## config.mk

```make
export PLATFORM = sky130hd
export DESIGN_NAME = trim_top
export DESIGN_NICKNAME = d
export VERILOG_FILES = /design/src/rtl/trim_pkg.sv /design/src/rtl/trim_coef_bank.sv /design/src/rtl/trim_datapath.sv /design/src/rtl/trim_top.sv
export SDC_FILE = /design/constraint.sdc
export NUM_CORES = 2
export LEC_CHECK = 0
export BUFFER_PORTS_ARGS = -buffer_cell sky130_fd_sc_hd__buf_2
export CAP_MARGIN = 25
export CORE_ASPECT_RATIO = 2
export CORE_MARGIN = 5
export CORE_UTILIZATION = 50
export DETAILED_ROUTE_END_ITERATION = 8
export GPL_TIMING_DRIVEN = 0
export HOLD_SLACK_MARGIN = 0.06
export PLACE_DENSITY = 0.65
export SLEW_MARGIN = 30
export SYNTH_ARGS = -nofsm -noshare
export SYNTH_HDL_FRONTEND = slang
export SYNTH_HIERARCHICAL = 1
export SYNTH_SLANG_ARGS = --single-unit
```

## constraint.sdc

```tcl
create_clock -name clk -period 8.4 [get_ports clk]
set_clock_uncertainty 0.15 [all_clocks]
set_input_delay 0.84 -clock clk [delete_from_list [all_inputs] [get_ports clk]]
set_output_delay 0.84 -clock clk [all_outputs]
set_load 0.02 [all_outputs]
```

## src/rtl/trim_pkg.sv

```systemverilog
package trim_pkg;

  // part select in the low address bits of the coefficient write port
  typedef enum logic [1:0] {
    SEL_OFF_HI  = 2'd0,
    SEL_OFF_LO  = 2'd1,
    SEL_GAIN_HI = 2'd2,
    SEL_GAIN_LO = 2'd3
  } coef_sel_e;

endpackage

```

## src/rtl/trim_coef_bank.sv

```systemverilog
module trim_coef_bank
  import trim_pkg::*;
#(
  parameter int NUM_CH = 4,
  parameter int DW     = 24,
  parameter int WR_W   = 16,
  localparam int CH_W  = $clog2(NUM_CH),
  localparam int LO_W  = DW - WR_W
) (
  input  logic            clk,
  input  logic            rst,
  input  logic            wr_en,
  input  logic [CH_W-1:0] wr_ch,
  input  coef_sel_e       wr_sel,
  input  logic [WR_W-1:0] wr_data,
  input  logic [CH_W-1:0] rd_ch,
  output logic [DW-1:0]   rd_off,
  output logic [DW-1:0]   rd_gain
);

  localparam logic [DW-1:0] UNITY = {1'b1, {(DW-1){1'b0}}};

  logic [NUM_CH-1:0][DW-1:0]   off_q;
  logic [NUM_CH-1:0][DW-1:0]   gain_q;
  logic [NUM_CH-1:0][WR_W-1:0] off_stg_q;
  logic [NUM_CH-1:0][WR_W-1:0] gain_stg_q;

  for (genvar c = 0; c < NUM_CH; c++) begin : g_ch
    logic hit;
    assign hit = wr_en && (wr_ch == CH_W'(c));

    always_ff @(posedge clk) begin
      if (rst) begin
        off_q[c]      <= '0;
        gain_q[c]     <= UNITY;
        off_stg_q[c]  <= '0;
        gain_stg_q[c] <= UNITY[DW-1:LO_W];
      end else if (hit) begin
        case (wr_sel)
          SEL_OFF_HI:  off_stg_q[c]  <= wr_data;
          SEL_OFF_LO:  off_q[c]      <= {off_stg_q[c], wr_data[LO_W-1:0]};
          SEL_GAIN_HI: gain_stg_q[c] <= wr_data;
          SEL_GAIN_LO: gain_q[c]     <= {gain_stg_q[c], wr_data[LO_W-1:0]};
          default: ;
        endcase
      end
    end
  end

  assign rd_off  = off_q[rd_ch];
  assign rd_gain = gain_q[rd_ch];


  commit_only_on_lo_chk: assert property (@(posedge clk) disable iff (rst)
    !(wr_en && (wr_sel == SEL_OFF_LO || wr_sel == SEL_GAIN_LO))
    |=> ($stable(off_q) && $stable(gain_q)));

endmodule

```

## src/rtl/trim_datapath.sv

```systemverilog
module trim_datapath #(
  parameter int DW     = 24,
  parameter int CH_W   = 2,
  parameter int FRAC   = 23,
  localparam int EW    = DW + 1,
  localparam int PW    = 2 * EW
) (
  input  logic            clk,
  input  logic            rst,
  input  logic            in_valid,
  input  logic [CH_W-1:0] in_ch,
  input  logic [DW-1:0]   in_data,
  input  logic [DW-1:0]   coef_off,
  input  logic [DW-1:0]   coef_gain,
  output logic            out_valid,
  output logic [CH_W-1:0] out_ch,
  output logic [DW-1:0]   out_data
);

  localparam logic signed [PW-1:0] RND_K = {{(PW-1){1'b0}}, 1'b1} << (FRAC - 1);
  localparam logic signed [PW-1:0] MAX_V = {{(PW-DW+1){1'b0}}, {(DW-1){1'b1}}};
  localparam logic signed [PW-1:0] MIN_V = {{(PW-DW+1){1'b1}}, {(DW-1){1'b0}}};

  // stage 1: widened difference and captured gain
  logic                 s1_valid;
  logic [CH_W-1:0]      s1_ch;
  logic signed [EW-1:0] s1_diff;
  logic [DW-1:0]        s1_gain;
  logic signed [EW-1:0] diff_w;

  assign diff_w = $signed({in_data[DW-1], in_data}) - $signed({coef_off[DW-1], coef_off});

  always_ff @(posedge clk) begin
    if (rst) begin
      s1_valid <= 1'b0;
      s1_ch    <= '0;
      s1_diff  <= '0;
      s1_gain  <= '0;
    end else begin
      s1_valid <= in_valid;
      if (in_valid) begin
        s1_ch   <= in_ch;
        s1_diff <= diff_w;
        s1_gain <= coef_gain;
      end
    end
  end

  // stage 2: scale, round half-up, saturate
  logic signed [PW-1:0] prod_w;
  logic signed [PW-1:0] rnd_w;
  logic signed [PW-1:0] shf_w;
  logic [DW-1:0]        sat_w;

  assign prod_w = s1_diff * $signed({1'b0, s1_gain});
  assign rnd_w  = prod_w + RND_K;
  assign shf_w  = rnd_w >>> FRAC;

  always_comb begin
    if (shf_w > MAX_V)      sat_w = MAX_V[DW-1:0];
    else if (shf_w < MIN_V) sat_w = MIN_V[DW-1:0];
    else                    sat_w = shf_w[DW-1:0];
  end

  always_ff @(posedge clk) begin
    if (rst) begin
      out_valid <= 1'b0;
      out_ch    <= '0;
      out_data  <= '0;
    end else begin
      out_valid <= s1_valid;
      if (s1_valid) begin
        out_ch   <= s1_ch;
        out_data <= sat_w;
      end
    end
  end


  valid_follow_chk: assert property (@(posedge clk) disable iff (rst)
    s1_valid |=> out_valid);


  no_spurious_valid_chk: assert property (@(posedge clk) disable iff (rst)
    !s1_valid |=> !out_valid);


  zero_gain_chk: assert property (@(posedge clk) disable iff (rst)
    (s1_valid && s1_gain == '0) |=> (out_data == '0));


  sign_keep_chk: assert property (@(posedge clk) disable iff (rst)
    (s1_valid && !s1_diff[EW-1]) |=> !out_data[DW-1]);

endmodule

```

## src/rtl/trim_top.sv

```systemverilog
module trim_top
  import trim_pkg::*;
#(
  parameter int NUM_CH   = 4,
  parameter int DW       = 24,
  parameter int WR_W     = 16,
  parameter int FRAC     = 23,
  localparam int CH_W    = $clog2(NUM_CH),
  localparam int ADDR_W  = CH_W + 2
) (
  input  logic              clk,
  input  logic              rst,
  input  logic              wr_en,
  input  logic [ADDR_W-1:0] wr_addr,
  input  logic [WR_W-1:0]   wr_data,
  input  logic              in_valid,
  input  logic [CH_W-1:0]   in_ch,
  input  logic [DW-1:0]     in_data,
  output logic              out_valid,
  output logic [CH_W-1:0]   out_ch,
  output logic [DW-1:0]     out_data
);

  logic [DW-1:0] cur_off;
  logic [DW-1:0] cur_gain;
  coef_sel_e     sel;

  assign sel = coef_sel_e'(wr_addr[1:0]);

  trim_coef_bank #(
    .NUM_CH (NUM_CH),
    .DW     (DW),
    .WR_W   (WR_W)
  ) i_bank (
    .clk     (clk),
    .rst     (rst),
    .wr_en   (wr_en),
    .wr_ch   (wr_addr[ADDR_W-1:2]),
    .wr_sel  (sel),
    .wr_data (wr_data),
    .rd_ch   (in_ch),
    .rd_off  (cur_off),
    .rd_gain (cur_gain)
  );

  trim_datapath #(
    .DW   (DW),
    .CH_W (CH_W),
    .FRAC (FRAC)
  ) i_path (
    .clk       (clk),
    .rst       (rst),
    .in_valid  (in_valid),
    .in_ch     (in_ch),
    .in_data   (in_data),
    .coef_off  (cur_off),
    .coef_gain (cur_gain),
    .out_valid (out_valid),
    .out_ch    (out_ch),
    .out_data  (out_data)
  );

endmodule

```

Word level (Yosys, flattened, before mapping)
Cells that the tools add are included.

storage, ports and cells
  register bits = 399
  output and inout port bits = 27
  word-level logic and storage cells = 63

cells by class
  add/sub/neg operators = 2
  multiply operators = 1
  magnitude comparators = 3
  eq/ne operators = 6
  multiplexer cells = 6
  reduce and logical (&&, ||, !) cells = 22

operators by type and width
  kind                                                              count
  binary-select mux 24 bit (select 2 bit)                           2
  two-way mux 24 bit                                                4
  adder 50 x 24 -> 50 bit (second input constant)                   1
  multiplier 25 x 25 -> 50 bit                                      1
  AND reduction 2 bit                                               16
  greater-than comparator 27 x 24 -> 1 bit (second input constant)  1
  < comparator 27 x 24 -> 1 bit (second input constant)             1
  subtractor 24 x 24 -> 25 bit                                      1
  equality test 2 bit (second input constant)                       4
  equality test 2 x 1 -> 1 bit (second input constant)              2
  logical AND 1 bit                                                 4
  logical NOT 2 bit                                                 2
  < comparator 2 x 3 -> 1 bit (second input constant)               1

Longest topological paths before layout
  depth after elaboration = 5
  gate-level depth with buffers = 28
  mapped depth without buffers = 26

Cells and area by module
Netlist, hierarchy kept.

by module, submodules not included
  module          times used  cells each  area each (sq um)  sequential area each (sq um)
  trim_datapath   1           2887        26432.9            1581.5
  trim_coef_bank  1           1325        13490.4            6406.1

Least setup slack after synthesis
Ideal clock, no wire load.

  kind = reg-to-reg
  start = register i_path.s1_diff[24]
  end = register i_path.out_data[8]
  data arrival time = 7367 ps
  data required time = 8108 ps
  setup slack = 741 ps
  stages on the path, launching flop included = 28
  path buffers = 2
  clock period less this slack = 7659 ps
  path through = dfxtp_1 -> clkbuf_1 -> nand2_1 -> inv_1 -> fa_1 -> fa_1 -> inv_1 -> fa_1 -> inv_1 -> fa_1 -> fa_1 -> fa_1 -> inv_1 -> fa_1 -> inv_1 -> ha_1 -> a21o_1 -> a21oi_1 -> o21ba_2 -> o21ai_0 -> a211o_1 -> a21oi_1 -> o21ai_0 -> xnor2_1 -> nand2_1 -> o211ai_2 -> buf_4 -> a211oi_1

on the way
  cells in the longest elaborated chain, start to end = 5
  elaborated cells between the ends (all ways) = 6
  those cells by class = add/sub (1); mul (1); order compare (2); mux (2)

RTL lines
  item                            line                 text
  from (decl)                     trim_datapath.sv:27  logic signed [EW-1:0] s1_diff;
  from (signal assigned)          trim_datapath.sv:43  s1_diff <= diff_w;
  multiplier 25 x 25 -> 50 bit *  trim_datapath.sv:55  assign prod_w = s1_diff * $signed({1'b0, s1_gain});
  adder 50 x 24 -> 50 bit *       trim_datapath.sv:56  assign rnd_w = prod_w + RND_K;
  < comparator 27 x 24 -> 1 bit   trim_datapath.sv:61  else if (shf_w < MIN_V) sat_w = MIN_V[DW-1:0];
  two-way mux 24 bit              trim_datapath.sv:61
  two-way mux 24 bit *            trim_datapath.sv:60  if (shf_w > MAX_V) sat_w = MAX_V[DW-1:0];
  to (signal assigned)            trim_datapath.sv:74  out_data <= sat_w;
  to (decl)                       trim_datapath.sv:17  output logic [DW-1:0] out_data

Mark *: on every way between the ends. The rest lies on a longest branch, timed or not.
A chain may end at the register's enable or synchronous reset.

Final worst setup path
  start = register i_path.s1_gain[20]
  end = register i_path.out_data[1]

on the way
  cells in the longest elaborated chain, start to end = 5
  elaborated cells between the ends (all ways) = 6
  those cells by class = add/sub (1); mul (1); order compare (2); mux (2)

RTL lines
  item                            line                 text
  from (decl)                     trim_datapath.sv:28  logic [DW-1:0] s1_gain;
  from (signal assigned)          trim_datapath.sv:44  s1_gain <= coef_gain;
  multiplier 25 x 25 -> 50 bit *  trim_datapath.sv:55
  adder 50 x 24 -> 50 bit *       trim_datapath.sv:56
  < comparator 27 x 24 -> 1 bit   trim_datapath.sv:61
  two-way mux 24 bit              trim_datapath.sv:61
  two-way mux 24 bit *            trim_datapath.sv:60

Marked as above.

==> impl_results.md <==
- Post-Syn Nets: 5081
- First-pass GRT wire length: between 200000 and 250000 microns
- Placed instance area: 41600 sq um
- GPL Wtd Cong: 1.02
- CP most frequent cell: fa_1
- Clock Latency Late Sink: 0.60 ns
- Synth Flop Type: dfxtp_1
- WP data required: 8.75 ns
- Vias in the first global route: 33100
- Die X: 210 microns
- Status: finished clean
- Reg clk slew, reported paths: 0.07 ns
- Wire length on met2: 71700 microns
- Final net count: 5218
- Final period util: ~97%
- Post-detail-place hpwl: 111000 microns
- Slew @ Worst Pin: approximately 1.1 ns
- Number of synthesis warnings: 6
- Clock buffer depth: 3
- DRC marker count from the first detailed-route iteration: 1663
- Largest net degree at the start of global routing: 17
- Site row count: 146
- Setup CP Type: flop to flop
- Ys async rst share: 0%
- Crit start category: flop
- # fillers: 7404
- H-tree Lvls: 2
- # hold bufs at CTS: 0
- Power per cell area: 103 nW/um^2
- Cell taking the most area after synthesis: fa_1
- Vias: 30000
- Hold Crit Class: flop to flop
- TritonCTS buffer count: 39
- Critical Path Fanout Max: 10
- Root buffer cell: clkbuf_16
- Multi-input gate area: 28000 sq um
- Top delay family on crit path: adder cells
- Sequential Area: 8060 sq um
- Full die area: 85900 sq um
- Drt wl/cell: about 25 microns
- Mean post-synth cell area: 9.48 sq um
- Largest family of logic cells by synthesized area: adder cells
- Mux share of post-synthesis cell area: 8.17%
- Placed insts: 5323
- Hold WS: roughly 0.31 ns
- Ratio of cells with drive above 1 in the final layout: 9.96%
- Final non-filler cell total: 5415
- GR Util All Layers: 31.4%
- Dpl ws: -1.26 ns
- Mapped Area: between 30000 and 40000 sq um
- Area share of and/or/nand/nor cells after synthesis: between 10% and 20%
- Top layer used by detailed routing: met5
- Setup crit end kind: flop
- Post-DR vias/cell: roughly 5.5
- Max Freq: 123 MHz
- Synth top area cells: fa_1 32%, dfxtp_1 20%, inv_1 7.1%, and2_1 6.3%, ha_1 5.8%
- Worst path slowest cell: dfxtp_1
- WL met3: 5400 microns
- Die Height: 410 microns
- Crit path buf inv count: 5
- Buffers on Ports: 74
- Tmin final: between 8 and 9 ns
- Final setup viols: 0
- Post-synth EDFFs: 0
- Initial DRT Pass Iterations: 5
- Final worst setup slack: 0.247 ns
- Residual DRC: 0
- Leakage power: 21.4 nW
- Hold Fails Final Rpt: 0
- MaxCap Viol Count: 0
- VDD IR max: 0.000172 V
- Post-synth top cells: 758 x inv_1, 633 x fa_1, 404 x and2_1
- Post-Synth XOR/XNOR Area: 1.10%
- M1 wire length: 40300 microns
- CTS tree: built
- I/O pins: 77
- Critical path arrival: about 8.5 ns
- Synth Area in Compound Gates: 6.87%
- Initial antenna violation count: 3
- Post-synthesis adder-cell area fraction: approximately 38%
- Synth top area share: 31.7%
- Max-slew violation count: 0
- Post-Layout Inst Area: between 40000 and 50000 sq um
- Final ANT Viol Nets: 0
- Total grt overflow: 0
- Relative slew margins: 28.0%
- Starting Density: 50.4%
- P&R area growth vs syn: 9.21%
- Synth cell types: 65
- Final WL: 133000 microns
- Post-synthesis sequential area ratio: 20.0%
- Worst stage delay on the critical path: approximately 0.66 ns
- CTS Sinks: approximately 400
- Core area: 79300 sq um
- FF+latch count, synth: ~400
- Most frequent cell after synthesis: inv_1
- Mapped Cells: 4212
## flip-flops by register name, indices dropped and copies added (netlist names)
name and flops:
i_bank/off_stg_q 64, i_path/out_data 24, i_bank/gain_q 96, i_path/out_valid 1
i_path/s1_diff 25, i_path/s1_valid 1, i_bank/gain_stg_q 64, i_path/s1_gain 24
i_path/s1_ch 2, i_path/out_ch 2, i_bank/off_q 96
## cells by family after synthesis
group | Yosys count
simple gates | 1196
buf+inv | 1020
fa+ha+maj | 819
compound gates | 462
flops | 399
mux | 266
xor+xnor | 50
## placed cells by master (no fill, tap or decap), types with 8 or more instances in the layout
cell type / netlist / final
inv_1: 758 / 756
nand2_1: 246 / 246
nand3_1: 108 / 108
a211oi_1: 12 / 11
o21ai_1: 11 / 12
clkbuf_4: 0 / 12
a21o_1: 20 / 20
nand4_1: 10 / 10
xnor2_1: 39 / 39
and2_1: 404 / 404
dfxtp_1: 399 / 369
buf_1: 17 / 16
buf_4: 10 / 49
o21ai_0: 207 / 204
o211ai_1: 8 / 8
a211oi_2: 19 / 19
clkbuf_1: 188 / 111
clkbuf_16: 0 / 40
nor2b_1: 52 / 52
dfxtp_4: 0 / 15
clkbuf_8: 0 / 8
nand2b_1: 200 / 200
buf_6: 10 / 14
a21oi_1: 142 / 141
fa_1: 633 / 629
nor2_1: 110 / 110
dfxtp_2: 0 / 15
buf_2: 37 / 116
xor2_1: 11 / 11
nor3_1: 18 / 18
mux4_2: 48 / 48
clkbuf_2: 0 / 38
ha_1: 186 / 184
mux2i_1: 218 / 218
and3_1: 13 / 12
## final cells by class
| type | instances | area share [%] |
|---|---|---|
| tap | 1036 | 2.97 |
| inverter | 758 | 6.54 |
| clock inverter | 22 | 0.738 |
| multi-input combinational | 2793 | 64.3 |
| antenna | 1 | 0.00574 |
| timing repair buffer | 101 | 1.38 |
| buffer | 257 | 3.08 |
| sequential | 399 | 18.5 |
| clock buffer | 48 | 2.46 |
## worst paths after layout
check                                                         from                              end  slack, ns  depth (start not counted)
worst max-delay path               i_path/s1_gain[20]$_SDFFE_PP0P_  i_path/out_data[1]$_SDFFE_PP0P_       0.25                         25
worst min-delay path            i_bank/gain_stg_q[45]$_SDFFE_PP0P_   i_bank/gain_q[69]$_SDFFE_PP0P_       0.31                          2
worst max register to register     i_path/s1_gain[20]$_SDFFE_PP0P_  i_path/out_data[1]$_SDFFE_PP0P_       0.25                         25
worst min register to register  i_bank/gain_stg_q[45]$_SDFFE_PP0P_   i_bank/gain_q[69]$_SDFFE_PP0P_       0.31                          2
## tightest hold or removal path, cell delays in order (launching register included)
cell and delay (ns):
dfxtp_1 0.31, nand3_1 0.06, a21oi_1 0.05
## where the power goes
group	internal, mW	switching (mW)
logic	0.177	0.391
clock network	1.13	0.838
registers	1.92	0.0423
total	3.23	1.27
## routing by layer
layer / vias to the layer above / GRT usage [%]
met1: 15100 / 29.0
met2: 1011 / 58.8
met5: - / 0
met3: 546 / 3.74
li1: 13300 / -
met4: 2 / 28.2
## metrics by stage
stage / power [mW] / util [%] / TNS (ns)
CTS: 4.53 / 54.6 / 0
detailed placement: 2.55 / 52.5 / -28.66
floorplan: 2.31 / - / 0
global placement: 2.55 / 52.5 / -36.43
finish: 4.50 / 55.0 / 0
global route: 4.64 / 55.0 / -0.255
## timing repair
item | 4_1_cts | 5_1_grt
setup endpoints to repair | 24 | 23
resized for setup | 108 | 135
setup buffers | 8 | 18
pin swaps | 5 | 11
Power figures use the tool's default switching activity.
